===== config.mk =====
export PLATFORM = sky130hd
export DESIGN_NAME = i2cbuf_top
export DESIGN_NICKNAME = d
export VERILOG_FILES = /design/src/rtl/i2cbuf_pkg.sv /design/src/rtl/i2cbuf_op_arb.sv /design/src/rtl/i2cbuf_wr_pack.sv /design/src/rtl/i2cbuf_rd_unpack.sv /design/src/rtl/i2cbuf_top.sv
export SDC_FILE = /design/constraint.sdc
export NUM_CORES = 1
export LEC_CHECK = 0
export BUFFER_PORTS_ARGS = -buffer_cell sky130_fd_sc_hd__buf_2
export CAP_MARGIN = 10
export CORE_ASPECT_RATIO = 2
export CORE_MARGIN = 5
export CORE_UTILIZATION = 40
export DETAILED_ROUTE_END_ITERATION = 12
export GPL_TIMING_DRIVEN = 0
export PLACE_DENSITY = 0.62
export SYNTH_ARGS = -nofsm -noshare
export SYNTH_HDL_FRONTEND = slang
export SYNTH_HIERARCHICAL = 1
export SYNTH_SLANG_ARGS = --single-unit

===== constraint.sdc =====
create_clock -name clk -period 2.6 [get_ports clk]
set_input_delay 0.26 -clock clk [delete_from_list [all_inputs] [get_ports clk]]
set_output_delay 0.26 -clock clk [all_outputs]
set_load 0.05 [all_outputs]

===== src/rtl/i2cbuf_pkg.sv =====
package i2cbuf_pkg;
   typedef enum logic [2:0] {
      OP_IDLE, OP_CLEAR, OP_WR16, OP_WR8, OP_RD16, OP_POP, OP_PUSH
   } buf_op_e;
endpackage


===== src/rtl/i2cbuf_op_arb.sv =====
module i2cbuf_op_arb
   import i2cbuf_pkg::*;
(
   input  logic    start_clr,
   input  logic    wr16_en,
   input  logic    wr8_en,
   input  logic    rd16_en,
   input  logic    tx_pop,
   input  logic    rx_push,
   output buf_op_e op
);
   // Fixed priority: one operation per cycle
   always_comb begin
      if (start_clr)    op = OP_CLEAR;
      else if (wr16_en) op = OP_WR16;
      else if (wr8_en)  op = OP_WR8;
      else if (rd16_en) op = OP_RD16;
      else if (tx_pop)  op = OP_POP;
      else if (rx_push) op = OP_PUSH;
      else              op = OP_IDLE;
   end
endmodule


===== src/rtl/i2cbuf_wr_pack.sv =====
module i2cbuf_wr_pack #(
   parameter int LANE_W = 8,
   parameter int LANES  = 4,
   localparam int WORD_W = LANE_W * LANES,
   localparam int ACC_W  = 2 * LANE_W
) (
   input  logic [WORD_W-1:0] word,
   input  logic [ACC_W-1:0]  data,
   input  logic              big_endian,
   input  logic              is_byte,
   output logic [WORD_W-1:0] new_word
);
   logic [ACC_W-1:0] ordered;

   // big-endian keeps the high byte in lane 1
   assign ordered = big_endian ? data
                               : {data[LANE_W-1:0], data[ACC_W-1:LANE_W]};

   always_comb begin
      if (is_byte)
         new_word = (word << LANE_W) | WORD_W'(data[LANE_W-1:0]);
      else
         new_word = (word << ACC_W) | WORD_W'(ordered);
   end
endmodule


===== src/rtl/i2cbuf_rd_unpack.sv =====
module i2cbuf_rd_unpack #(
   parameter int LANE_W = 8,
   parameter int LANES  = 4,
   localparam int WORD_W = LANE_W * LANES,
   localparam int ACC_W  = 2 * LANE_W,
   localparam int CNT_W  = $clog2(LANES + 1)
) (
   input  logic [WORD_W-1:0] word,
   input  logic [CNT_W-1:0]  rx_cnt,
   input  logic              big_endian,
   output logic [ACC_W-1:0]  rd_data,
   output logic [WORD_W-1:0] nxt_word,
   output logic [CNT_W-1:0]  nxt_rx,
   output logic              single_byte
);
   logic [LANE_W-1:0] l0, l1;
   assign l0 = word[LANE_W-1:0];
   assign l1 = word[ACC_W-1:LANE_W];
   assign rd_data = big_endian ? {l0, l1} : {l1, l0};

   always_comb begin
      nxt_word    = word;
      nxt_rx      = rx_cnt;
      single_byte = 1'b0;
      if (rx_cnt == CNT_W'(1)) begin
         single_byte = 1'b1;
         nxt_rx      = '0;
      end else if (rx_cnt > CNT_W'(1)) begin
         if (rx_cnt > CNT_W'(2)) nxt_word = word >> ACC_W;
         nxt_rx = rx_cnt - CNT_W'(2);
      end
   end
endmodule


===== src/rtl/i2cbuf_top.sv =====
module i2cbuf_top
   import i2cbuf_pkg::*;
#(
   parameter int LANE_W = 8,
   parameter int LANES  = 4,
   localparam int WORD_W = LANE_W * LANES,
   localparam int ACC_W  = 2 * LANE_W,
   localparam int CNT_W  = $clog2(LANES + 1),
   localparam int IDX_W  = $clog2(LANES)
) (
   input  logic              clk,
   input  logic              rst_n,
   input  logic              big_endian,
   input  logic              master_rx,
   input  logic              start_clr,
   input  logic              wr16_en,
   input  logic              wr8_en,
   input  logic [ACC_W-1:0]  wr_data,
   input  logic              rd16_en,
   output logic [ACC_W-1:0]  rd_data,
   input  logic              tx_pop,
   output logic [LANE_W-1:0] tx_byte,
   output logic [CNT_W-1:0]  tx_count,
   input  logic              rx_push,
   input  logic [LANE_W-1:0] rx_byte,
   output logic [CNT_W-1:0]  rx_count,
   output logic              wr_reject,
   output logic              clr_xudf,
   output logic              clr_xrdy,
   output logic              set_sbd,
   output logic              clr_rrdy,
   output logic              set_ardy,
   output logic              clr_mst,
   output logic              clr_rovr
);
   generate
      if (LANES < 2 || (LANES % 2) != 0)
         $error("LANES must be an even number of at least 2");
      if (LANE_W < 1)
         $error("LANE_W must be positive");
   endgenerate

   localparam logic [CNT_W-1:0] WR_LIMIT = CNT_W'(LANES - 2);
   localparam logic [CNT_W-1:0] FULL     = CNT_W'(LANES);

   buf_op_e           op;
   logic [WORD_W-1:0] word_q, pack_word, rd_word, push_word;
   logic [CNT_W-1:0]  tx_q, rx_q, rd_rx, tx_after;
   logic              rd_single, is_wr, wr_ok, rd_empty;
   logic [LANE_W-1:0] lane [LANES];

   i2cbuf_op_arb u_arb (
      .start_clr(start_clr), .wr16_en(wr16_en), .wr8_en(wr8_en),
      .rd16_en(rd16_en), .tx_pop(tx_pop), .rx_push(rx_push), .op(op)
   );

   i2cbuf_wr_pack #(.LANE_W(LANE_W), .LANES(LANES)) u_pack (
      .word(word_q), .data(wr_data), .big_endian(big_endian),
      .is_byte(op == OP_WR8), .new_word(pack_word)
   );

   i2cbuf_rd_unpack #(.LANE_W(LANE_W), .LANES(LANES)) u_unpack (
      .word(word_q), .rx_cnt(rx_q), .big_endian(big_endian),
      .rd_data(rd_data), .nxt_word(rd_word), .nxt_rx(rd_rx),
      .single_byte(rd_single)
   );

   for (genvar g = 0; g < LANES; g++) begin : g_lane
      assign lane[g] = word_q[g*LANE_W +: LANE_W];
   end

   assign tx_byte   = (tx_q == '0) ? '0 : lane[IDX_W'(tx_q - CNT_W'(1))];
   assign push_word = word_q | (WORD_W'(rx_byte) << (LANE_W * int'(rx_q)));

   // status effects
   assign is_wr     = (op == OP_WR16) || (op == OP_WR8);
   assign wr_ok     = (tx_q <= WR_LIMIT);
   assign tx_after  = tx_q + ((op == OP_WR16) ? CNT_W'(2) : CNT_W'(1));
   assign wr_reject = is_wr && !wr_ok;
   assign clr_xudf  = is_wr && wr_ok;
   assign clr_xrdy  = clr_xudf && (tx_after > WR_LIMIT);
   assign set_sbd   = (op == OP_RD16) && rd_single;
   assign rd_empty  = (op == OP_RD16) && (rd_rx == '0);
   assign clr_rrdy  = rd_empty;
   assign set_ardy  = rd_empty && master_rx;
   assign clr_mst   = rd_empty && master_rx;
   assign clr_rovr  = (op == OP_RD16);

   always_ff @(posedge clk or negedge rst_n) begin
      if (!rst_n) begin
         word_q <= '0;
         tx_q   <= '0;
         rx_q   <= '0;
      end else begin
         case (op)
            OP_CLEAR: word_q <= '0;
            OP_WR16, OP_WR8: if (wr_ok) begin
               word_q <= pack_word;
               tx_q   <= tx_after;
            end
            OP_RD16: begin
               word_q <= rd_word;
               rx_q   <= rd_rx;
            end
            OP_POP:  if (tx_q != '0) tx_q <= tx_q - CNT_W'(1);
            OP_PUSH: if (rx_q < FULL) begin
               word_q <= push_word;
               rx_q   <= rx_q + CNT_W'(1);
            end
            default: ;
         endcase
      end
   end

   assign tx_count = tx_q;
   assign rx_count = rx_q;

   assert_wr16_count_R1: assert property (@(posedge clk) disable iff (!rst_n)
      (op == OP_WR16 && tx_q <= WR_LIMIT) |=> tx_q == $past(tx_q) + CNT_W'(2));
   assert_wr8_count_R2: assert property (@(posedge clk) disable iff (!rst_n)
      (op == OP_WR8 && tx_q <= WR_LIMIT) |=> tx_q == $past(tx_q) + CNT_W'(1));
   assert_reject_hold_R3: assert property (@(posedge clk) disable iff (!rst_n)
      (wr_reject) |=> ($stable(tx_q) && $stable(word_q)));
   assert_pop_step_R5: assert property (@(posedge clk) disable iff (!rst_n)
      (op == OP_POP && tx_q != '0) |=> tx_q == $past(tx_q) - CNT_W'(1));
   assert_push_full_R6: assert property (@(posedge clk) disable iff (!rst_n)
      (op == OP_PUSH && rx_q == FULL) |=> ($stable(rx_q) && $stable(word_q)));
   assert_count_bound_R6: assert property (@(posedge clk) disable iff (!rst_n)
      (rx_q <= FULL) && (tx_q <= FULL));
   assert_sbd_empty_R8: assert property (@(posedge clk) disable iff (!rst_n)
      (set_sbd) |=> rx_q == '0);
   assert_clear_keeps_counts_R11: assert property (@(posedge clk) disable iff (!rst_n)
      (op == OP_CLEAR) |=> ($stable(tx_q) && $stable(rx_q) && word_q == '0));
endmodule


# ---- After elaboration in Yosys (flattened, before gate mapping)
# Index checks and enable logic that the tools add are counted.
dict set report op_classes {
  add_sub_neg 4
  magnitude_cmp 6
  n_eq_ne 13
  shifts 1
  mux 28
  bitwise 4
  reduce_logical 18
}
# operator count
set ops {}
lappend ops {{2-to-1 mux 32 bit} 6}
lappend ops {{case mux 32 bit (4 select lines)} 1}
lappend ops {{2-to-1 mux 3 bit} 11}
lappend ops {{2-to-1 mux 16 bit} 2}
lappend ops {{OR 32 x 16 -> 32 bit} 1}
lappend ops {{OR 32 bit} 1}
lappend ops {{OR 32 x 8 -> 32 bit} 1}
lappend ops {{left shift 8 x 6 -> 32 bit} 1}
lappend ops {{2-to-1 mux 8 bit} 3}
lappend ops {{binary-select mux 8 bit (select 2 bit)} 1}
lappend ops {{case mux 3 bit (2 select lines)} 2}
lappend ops {{equality test 3 bit, second input constant} 3}
lappend ops {{!= test 2 bit, second input constant} 4}
lappend ops {{equality test 3 x 1 -> 1 bit, second input constant} 2}
lappend ops {{equality test 3 x 2 -> 1 bit, second input constant} 2}
lappend ops {{greater-than comparator 3 x 2 -> 1 bit, second input constant} 2}
lappend ops {{logical AND 1 bit} 6}
lappend ops {{logical NOT 3 bit} 2}
lappend ops {{AND reduction 6 bit} 1}
lappend ops {{!= test 2 x 1 -> 1 bit, second input constant} 2}
lappend ops {{nonzero test 2 bit} 2}
lappend ops {{nonzero test 4 bit} 1}
lappend ops {{adder 3 x 1 -> 3 bit, second input constant} 1}
lappend ops {{adder 3 x 2 -> 3 bit} 1}
lappend ops {{other kinds (15)} 15}
dict set report totals {
  reg_bits 38
  in_bits 34
  elab_cells 77
}

# ---- Logic depth before layout (Yosys ltp)
# Gate-level depths: netlist of run 1.
dict set report depth {
  ltp_word 11
  ltp_mapped 12
}

# ---- Modules after synthesis
# Netlist of run 1, hierarchy kept.
# mod instances cells_per_inst area_per_inst_um2 seq_area_each_um2
set by_module_without_submodules {}
lappend by_module_without_submodules {i2cbuf_top 1 200 2299.7 950.9}
lappend by_module_without_submodules {i2cbuf_rd_unpack 1 58 599.3 0.0}
lappend by_module_without_submodules {i2cbuf_wr_pack 1 54 551.8 0.0}
lappend by_module_without_submodules {i2cbuf_op_arb 1 8 46.3 0.0}

# ---- Worst setup path after synthesis of run 1
# Ideal clock, no wire load.
dict set report synth_path {
  path_kind {input-to-output}
  startpoint {input port rd16_en}
  endpoint {output port clr_xrdy}
  arrival_time_ps 4683
  required_time_ps 2340
  setup_slack_ps -2343
  stages 9
  n_path_buf 0
  path_cell_list {or3b_1 a21oi_1 nand2b_1 or2_2 ha_1 inv_1 fa_1 nand2b_1 a2111oi_0}
}
dict set report synth_via {
  elab_chain_cells 9
  elab_cells_between_ends 12
  cone_classes {1 x add/sub; 1 x order compare; 2 x eq/ne; 5 x mux; 3 x reduce/logical}
}
# element line_no
set synth_rtl {}
lappend synth_rtl {{from (decl)} i2cbuf_top.sv:19} ;# input logic rd16_en,
lappend synth_rtl {{2-to-1 mux 3 bit (*)} i2cbuf_op_arb.sv:17} ;# else if (rd16_en) op = OP_RD16;
lappend synth_rtl {{2-to-1 mux 3 bit (*)} i2cbuf_op_arb.sv:16} ;# else if (wr8_en) op = OP_WR8;
lappend synth_rtl {{2-to-1 mux 3 bit (*)} i2cbuf_op_arb.sv:15} ;# else if (wr16_en) op = OP_WR16;
lappend synth_rtl {{2-to-1 mux 3 bit (*)} i2cbuf_op_arb.sv:14} ;# if (start_clr) op = OP_CLEAR;
lappend synth_rtl {{named net op[1]} i2cbuf_top.sv:46} ;# buf_op_e op;
lappend synth_rtl {{equality test 3 x 2 -> 1 bit} {i2cbuf_top.sv:76, i2cbuf_top.sv:78}}
lappend synth_rtl {{2-to-1 mux 2 bit} i2cbuf_top.sv:78} ;# assign tx_after = tx_q + ((op == OP_WR16) ? CNT_W'(2) : CNT_W'(1));
lappend synth_rtl {{adder 3 x 2 -> 3 bit} i2cbuf_top.sv:78}
lappend synth_rtl {{greater-than comparator 3 x 2 -> 1 bit} i2cbuf_top.sv:81} ;# assign clr_xrdy = clr_xudf && (tx_after > WR_LIMIT);
lappend synth_rtl {{logical AND 1 bit (*)} i2cbuf_top.sv:81}
lappend synth_rtl {{to (decl)} i2cbuf_top.sv:29} ;# output logic clr_xrdy,
# The timed path passes the listed nets; every way through them passes the cells marked *.

# ---- Final worst setup path of run 1
# Ends and elaborated chain as after synthesis.

==> impl_metrics.toml, run 1 <==
[layout]
final_area_mm2 = 0.004601
final_cell_mix = "77 x buf_2, 36 x dfrtp_1, 32 x a222oi_1, 32 x o2bb2ai_1"
final_common_cell = "buf_2"
area_growth_pct = 31.56
drive_above_1_share_pct = 52.69
fin_nets = 466
num-fill-cells = 782
diodes = 0

[placement]
io_buffers = 70
dp_hpwl_um = 8680
postPlaceCellArea_mm2 = 0.004098
routabilityCongestion = 0.8551

[worst_setup_path]
worstSetupStartpointType = "input pin"
crit_required_ps = 2340
path_max_fanout = 3
end_kind = "primary output"
arrival_ps = 2490
crit_type = "in2out"

[route]
wl_per_cell_um = 24.29
via_per_inst = 6.567
first_pass_iters = 7
ant_nets = 0
vias = 3461
dr.first_iter.drc_count = 448
drc = 0
routed_wl_um = 12800

[power_and_ir_drop]
power_density_mw_per_mm2 = 792.1
p_leak_nw = 2.033
peakVddDrop_v = 0.0006469
power.total_mw = 3.644

[global_route]
antenna_found_initial = 0
grt_pass1_wl_um = 19210
grt-ovfl-total = 0
grt_use_total_pct = 22.60
grt_pass1_vias = 3464
grt_max_degree = 39

[synthesis]
yosysWarnings = 6
synth-async-reset-ratio_pct = 100.0
synth_nets = 360
synth_edf_count = 0
netlist_instances = 320
synthFlopType = "dfrtp_1"
syn_avg_cell_area_um2 = 10.93
ys_ff_latch = 38
yosysSeqAreaShare_pct = 27.19
syn-cell-area_mm2 = 0.003497
ys_types = 51

[clock_network]
clockBufferDepth = 2
clk_latency_ps = 290
htree_levels = 2
clk_pin_slew_ps = 60
cts_buffers = 5
cts_sinks = 38
tritoncts = "yes"
cts-root-buf = "clkbuf_16"

[sta]
finalCritPeriodShare_pct = 105.9
tightest_slew_ps = 954.7
fmaxAchievable_mhz = 363.2
hold_viol_final = 0
rsz0062_at_grt = "true"
timing.final.ws_setup_ps = -153.4
setup_viol = 1
period_needed_ps = 2753
slew_violations = 0
slew_headroom_pct = 36.35
finalClockSkew_ps = 6.384

[floorplan]
core_area_mm2 = 0.008588
pin_count = 72
die_h_um = 142.2
die_w_um = 76.12
num_rows = 48
die-area_mm2 = 0.01083
initial_core_util_pct = 40.72

[run]
cap_violations = 0

[status]
violations = "setup timing"
status = "finished, violations left"

[worst_hold_path]
hold_path_class = "in2async"
-- repair_timing --
item	in CTS	in global routing
pin swaps	7	24
endpoints found under the setup margin	42	31
setup buffers	10	17
gates resized for setup	12	6
hold buffers	0	0
endpoints found under the hold margin	0	0
cloned	0	2
-- final timing paths --
kind                                      endpoint                     from  cells past startpoint  slack [ps]
max                                       clr_xrdy                  rd16_en                     11        -150
min                         word_q[15]$_DFFE_PN0P_                    rst_n                      1         120
max reg2reg                 word_q[21]$_DFFE_PN0P_  tx_count[0]$_DFFE_PN0P_                     10         200
min reg2reg                 word_q[24]$_DFFE_PN0P_   word_q[24]$_DFFE_PN0P_                      1         550
max in group asynchronous  tx_count[0]$_DFFE_PN0P_                    rst_n                      1        1780
min in group clk            word_q[20]$_DFFE_PN0P_               rx_byte[4]                      3         330
-- metal layers --
metal / routed length, um / vias to the layer above / global-route usage (%)
li1: - / 1497 / -
met4: 750 / 0 / 12.81
met1: 4470 / 1710 / 23.84
met3: 825 / 49 / 3.676
met5: 0 / - / 0
met2: 6752 / 205 / 41.73
-- final cells by class --
cell class	instances	area, um^2	share of cell area [%]
buffer	25	193.9	4.215
clock buffer	7	142.6	3.100
clock inverter	1	5.005	0.1088
inverter	8	36.28	0.7887
multi-input combinational	248	2484	53.98
sequential	38	955.9	20.78
tap	100	125.1	2.720
timing repair buffer	100	658.1	14.31
-- cells by family after synthesis --
| logic type | synth area share [%] |
|---|---|
| flip-flops | 27.19 |
| adder cells (fa/ha/maj) | 2.361 |
| buffers and inverters | 5.867 |
| multiplexers | 28.48 |
| AO/OA/AOI/OAI | 22.50 |
| AND/OR/NAND/NOR | 13.35 |
| XOR/XNOR | 0.2505 |
-- worst max-delay path, stage by stage --
cell and delay [ps]:
buf_6 100, or3b_4 400, a21oi_4 170, nand2b_4 60, or2_4 240, ha_4 160, inv_2 40, fa_1 410
nand2b_4 160, a2111oi_4 300, buf_6 200
-- power by group --
part | internal, mW | switching [mW]
logic | 0.904 | 1.24
clock network | 0.381 | 0.262
registers | 0.674 | 0.184
-- flip-flops by register name (all words and copies together) (netlist names) --
| name | cells |
|---|---|
| word_q | 32 |
| rx_count | 3 |
| tx_count | 3 |
-- Yosys cell counts, drive strengths merged (2+ instances only) --
cell type / instances / share of area (%)
mux2: 56 / 21
dfrtp: 38 / 27
a222oi: 32 / 9.2
o2bb2ai: 32 / 8.0
and2: 20 / 3.6
buf: 19 / 4.2
nand2: 15 / 1.6
nor2b: 15 / 2.7
nor2: 9 / 1.4
inv: 8 / 0.93
mux2i: 8 / 2.3
mux4: 8 / 5.2
o21ai: 8 / 1.1
clkbuf: 7 / 0.75
a21oi: 5 / 1.3
ha: 5 / 1.8
nand2b: 4 / 0.72
nor3: 3 / 0.43
o211ai: 3 / 0.64
and2b: 2 / 0.47
nand3: 2 / 0.29
nor4: 2 / 0.36
o21a: 2 / 0.43
-- through the flow --
step / hold WS [ps] / worst slack [ps] / utilization, % / std cells / TNS (ps)
floorplan: -35.59 / -437.2 / - / 320 / -437.2
global placement: 450.6 / -563.6 / 47.58 / 490 / -15930
detailed placement: 460.4 / -578.4 / 47.71 / 491 / -16170
CTS: 151.5 / -247.2 / 51.09 / 508 / -247.2
global route: 198.4 / -240.9 / 53.57 / 527 / -806.0
finish: 119.0 / -153.4 / 53.57 / 527 / -153.4
Power figures use the tool's default switching activity.
==> run 2: changes to the inputs <==
--- a/config.mk
+++ b/config.mk
@@ -10,6 +10,7 @@
 export CORE_ASPECT_RATIO = 2
 export CORE_MARGIN = 5
 export CORE_UTILIZATION = 40
+export CTS_BUF_LIST = sky130_fd_sc_hd__clkbuf_2
 export DETAILED_ROUTE_END_ITERATION = 12
 export GPL_TIMING_DRIVEN = 0
 export PLACE_DENSITY = 0.62
==> run 2 against run 1 <==
Net effect: the run still ends with setup timing left; clock power decreased by 54%; sequential share of layout area increased by 0.61 points; sequential cell count unchanged; critical path depth unchanged; setup slack got worse by 13 ps; wire length decreased by 3.4%; design area decreased by 2.9%; maximum frequency decreased by 0.47%; register-to-register slack improved by 60 ps; hold slack improved by 31 ps; sequential power decreased by 1%; largest cell class unchanged.
==> impl_metrics.toml, run 2 (synthesis results as in run 1) <==
[layout]
final_area_mm2 = 0.004469
stdcell_count = 522
largest-register = "word_q"
multi_input_area_mm2 = 0.002489
drive_above_1_share_pct = 52.02
final_cell_mix = "72 x buf_2, 36 x dfrtp_1, 32 x a222oi_1, 32 x o2bb2ai_1"
num-fill-cells = 787
final_common_cell = "buf_2"
regArea_um2 = 955.9
largest_reg_flops = 32
fin_nets = 460
area_growth_pct = 27.80

[worst_setup_path]
end_kind = "primary output"
reg2reg_depth = 4
cp_slowest_cell = "fa_1"
arrival_ps = 2510
r2r_slack_ps = 260
crit_chain = "buf_6 > or3b_4 > a21oi_4 > nand2b_4 > or2_4 > ha_4 > inv_2 > fa_1 > nand2b_4 > a2111oi_4 > buf_6"
crit_required_ps = 2340
path_max_fanout = 3
cpPeakStageDelay_ps = 410
r2r_end = "word_q[1]$_DFFE_PN0P_"
crit_type = "in2out"
rr_startpoint = "rx_count[2]$_DFFE_PN0P_"
worstSetupStartpointType = "input pin"

[route]
ant_nets = 0
wl_per_cell_um = 23.68
first_pass_iters = 7
vias = 3385
dr.first_iter.drc_count = 446
via_per_inst = 6.485
routed_wl_um = 12360
drc = 0

[floorplan]
initial_core_util_pct = 40.72
num_rows = 48
pin_count = 72
die-area_mm2 = 0.01083
die_h_um = 142.2
die_w_um = 76.12
core_area_mm2 = 0.008588

[clock_network]
tritoncts = "yes"
cts_sinks = 38
htree_levels = 2
clk_latency_ps = 450
cts-root-buf = "clkbuf_2"
clockBufferDepth = 2
clk_pin_slew_ps = 240
cts_buffers = 5

[sta]
setup_viol = 1
slew_violations = 0
rsz0062_at_grt = "true"
finalCritPeriodShare_pct = 106.4
slew_headroom_pct = 18.72
finalClockSkew_ps = 43.93
tightest_slew_ps = 1210
hold_viol_final = 0
timing.final.ws_setup_ps = -166.3
worst_hold_slack_ps = 149.7
period_needed_ps = 2766
fmaxAchievable_mhz = 361.5

[worst_hold_path]
min_to = "word_q[28]$_DFFE_PN0P_"
hold_depth = 3
hp-start = "rx_byte[4]"
hold_path_class = "in2reg"

[global_route]
grt_max_degree = 39
grt_pass1_vias = 3446
grt_pass1_wl_um = 19090
grt-ovfl-total = 0
antenna_found_initial = 1
grt_use_total_pct = 22.41

[placement]
place_inst = 491
routabilityCongestion = 0.8551
io_buffers = 70
dp_hpwl_um = 8680
postPlaceCellArea_mm2 = 0.004098

[power_and_ir_drop]
peakVddDrop_v = 0.0005050
power.total_mw = 3.215
p_leak_nw = 1.951
power_density_mw_per_mm2 = 719.4

[run]
cap_violations = 0

[status]
status = "finished, violations left"
violations = "setup timing"
==> run 2: cell types whose count changed in the layout (fill, tap and decap cells not counted), sizes merged <==
cell and change:
clkinv +1, buf -4, clkbuf -4, dlygate4sd3 +1, diode +1
==> run 2: final cells by class <==
class / count / share of cell area, %
antenna: 1 / 0.05599
buffer: 24 / 3.919
clock buffer: 6 / 0.6719
clock inverter: 2 / 0.1960
inverter: 8 / 0.9798
multi-input combinational: 248 / 55.68
sequential: 38 / 21.39
tap: 100 / 2.800
timing repair buffer: 95 / 14.31
==> run 2: power by group <==
| part | total, mW | leakage (nW) | internal (mW) | switching [mW] |
|---|---|---|---|---|
| Sequential | 0.848 | 0.510 | 0.673 | 0.175 |
| Combinational | 2.07 | 1.41 | 0.858 | 1.22 |
| Clock | 0.293 | 0.0304 | 0.0659 | 0.227 |
| Total | 3.22 | 1.95 | 1.60 | 1.62 |
==> run 2: stage by stage <==
stage               worst slack, ps  utilization, %  TNS (ps)
detailed placement           -578.4           47.71    -16170
CTS                          -252.2           50.44    -846.7
global route                 -262.9           52.04    -454.0
floorplan                    -437.2               -    -437.2
global placement             -563.6           47.58    -15930
finish                       -166.3           52.04    -166.3
==> run 2: repair_timing <==
item	in CTS	in global routing
endpoints found under the hold margin	31	0
endpoints found under the setup margin	41	23
pin swaps	7	8
gates resized for setup	23	15
hold buffers	1	0
buffers inserted	11	13
==> run 2: how the worst max path moves through the flow <==
stage | from | end | depth (start not counted)
final | rd16_en | clr_xrdy | 11
after global routing | rd16_en | clr_xrdy | 11
after CTS | rd16_en | clr_xrdy | 11
after detailed placement | tx_pop | clr_xrdy | 11
after global placement | tx_pop | clr_xrdy | 11
after floorplan | tx_pop | clr_xrdy | 9
==> run 2: metal layers <==
layer | vias up | part of all wire [%] | GRT usage [%]
met1 | 1691 | 37 | 23.56
met2 | 165 | 54 | 41.32
met4 | 0 | 4.3 | 13.09
met5 | - | 0 | 0
li1 | 1495 | - | -
met3 | 34 | 4.9 | 3.612
==> run 2: critical path, delay by kind of cell <==
family,cells,cell delay [ps]
compound gates,2,470
fa+ha+maj,2,570
buf+inv,3,340
simple gates,4,860
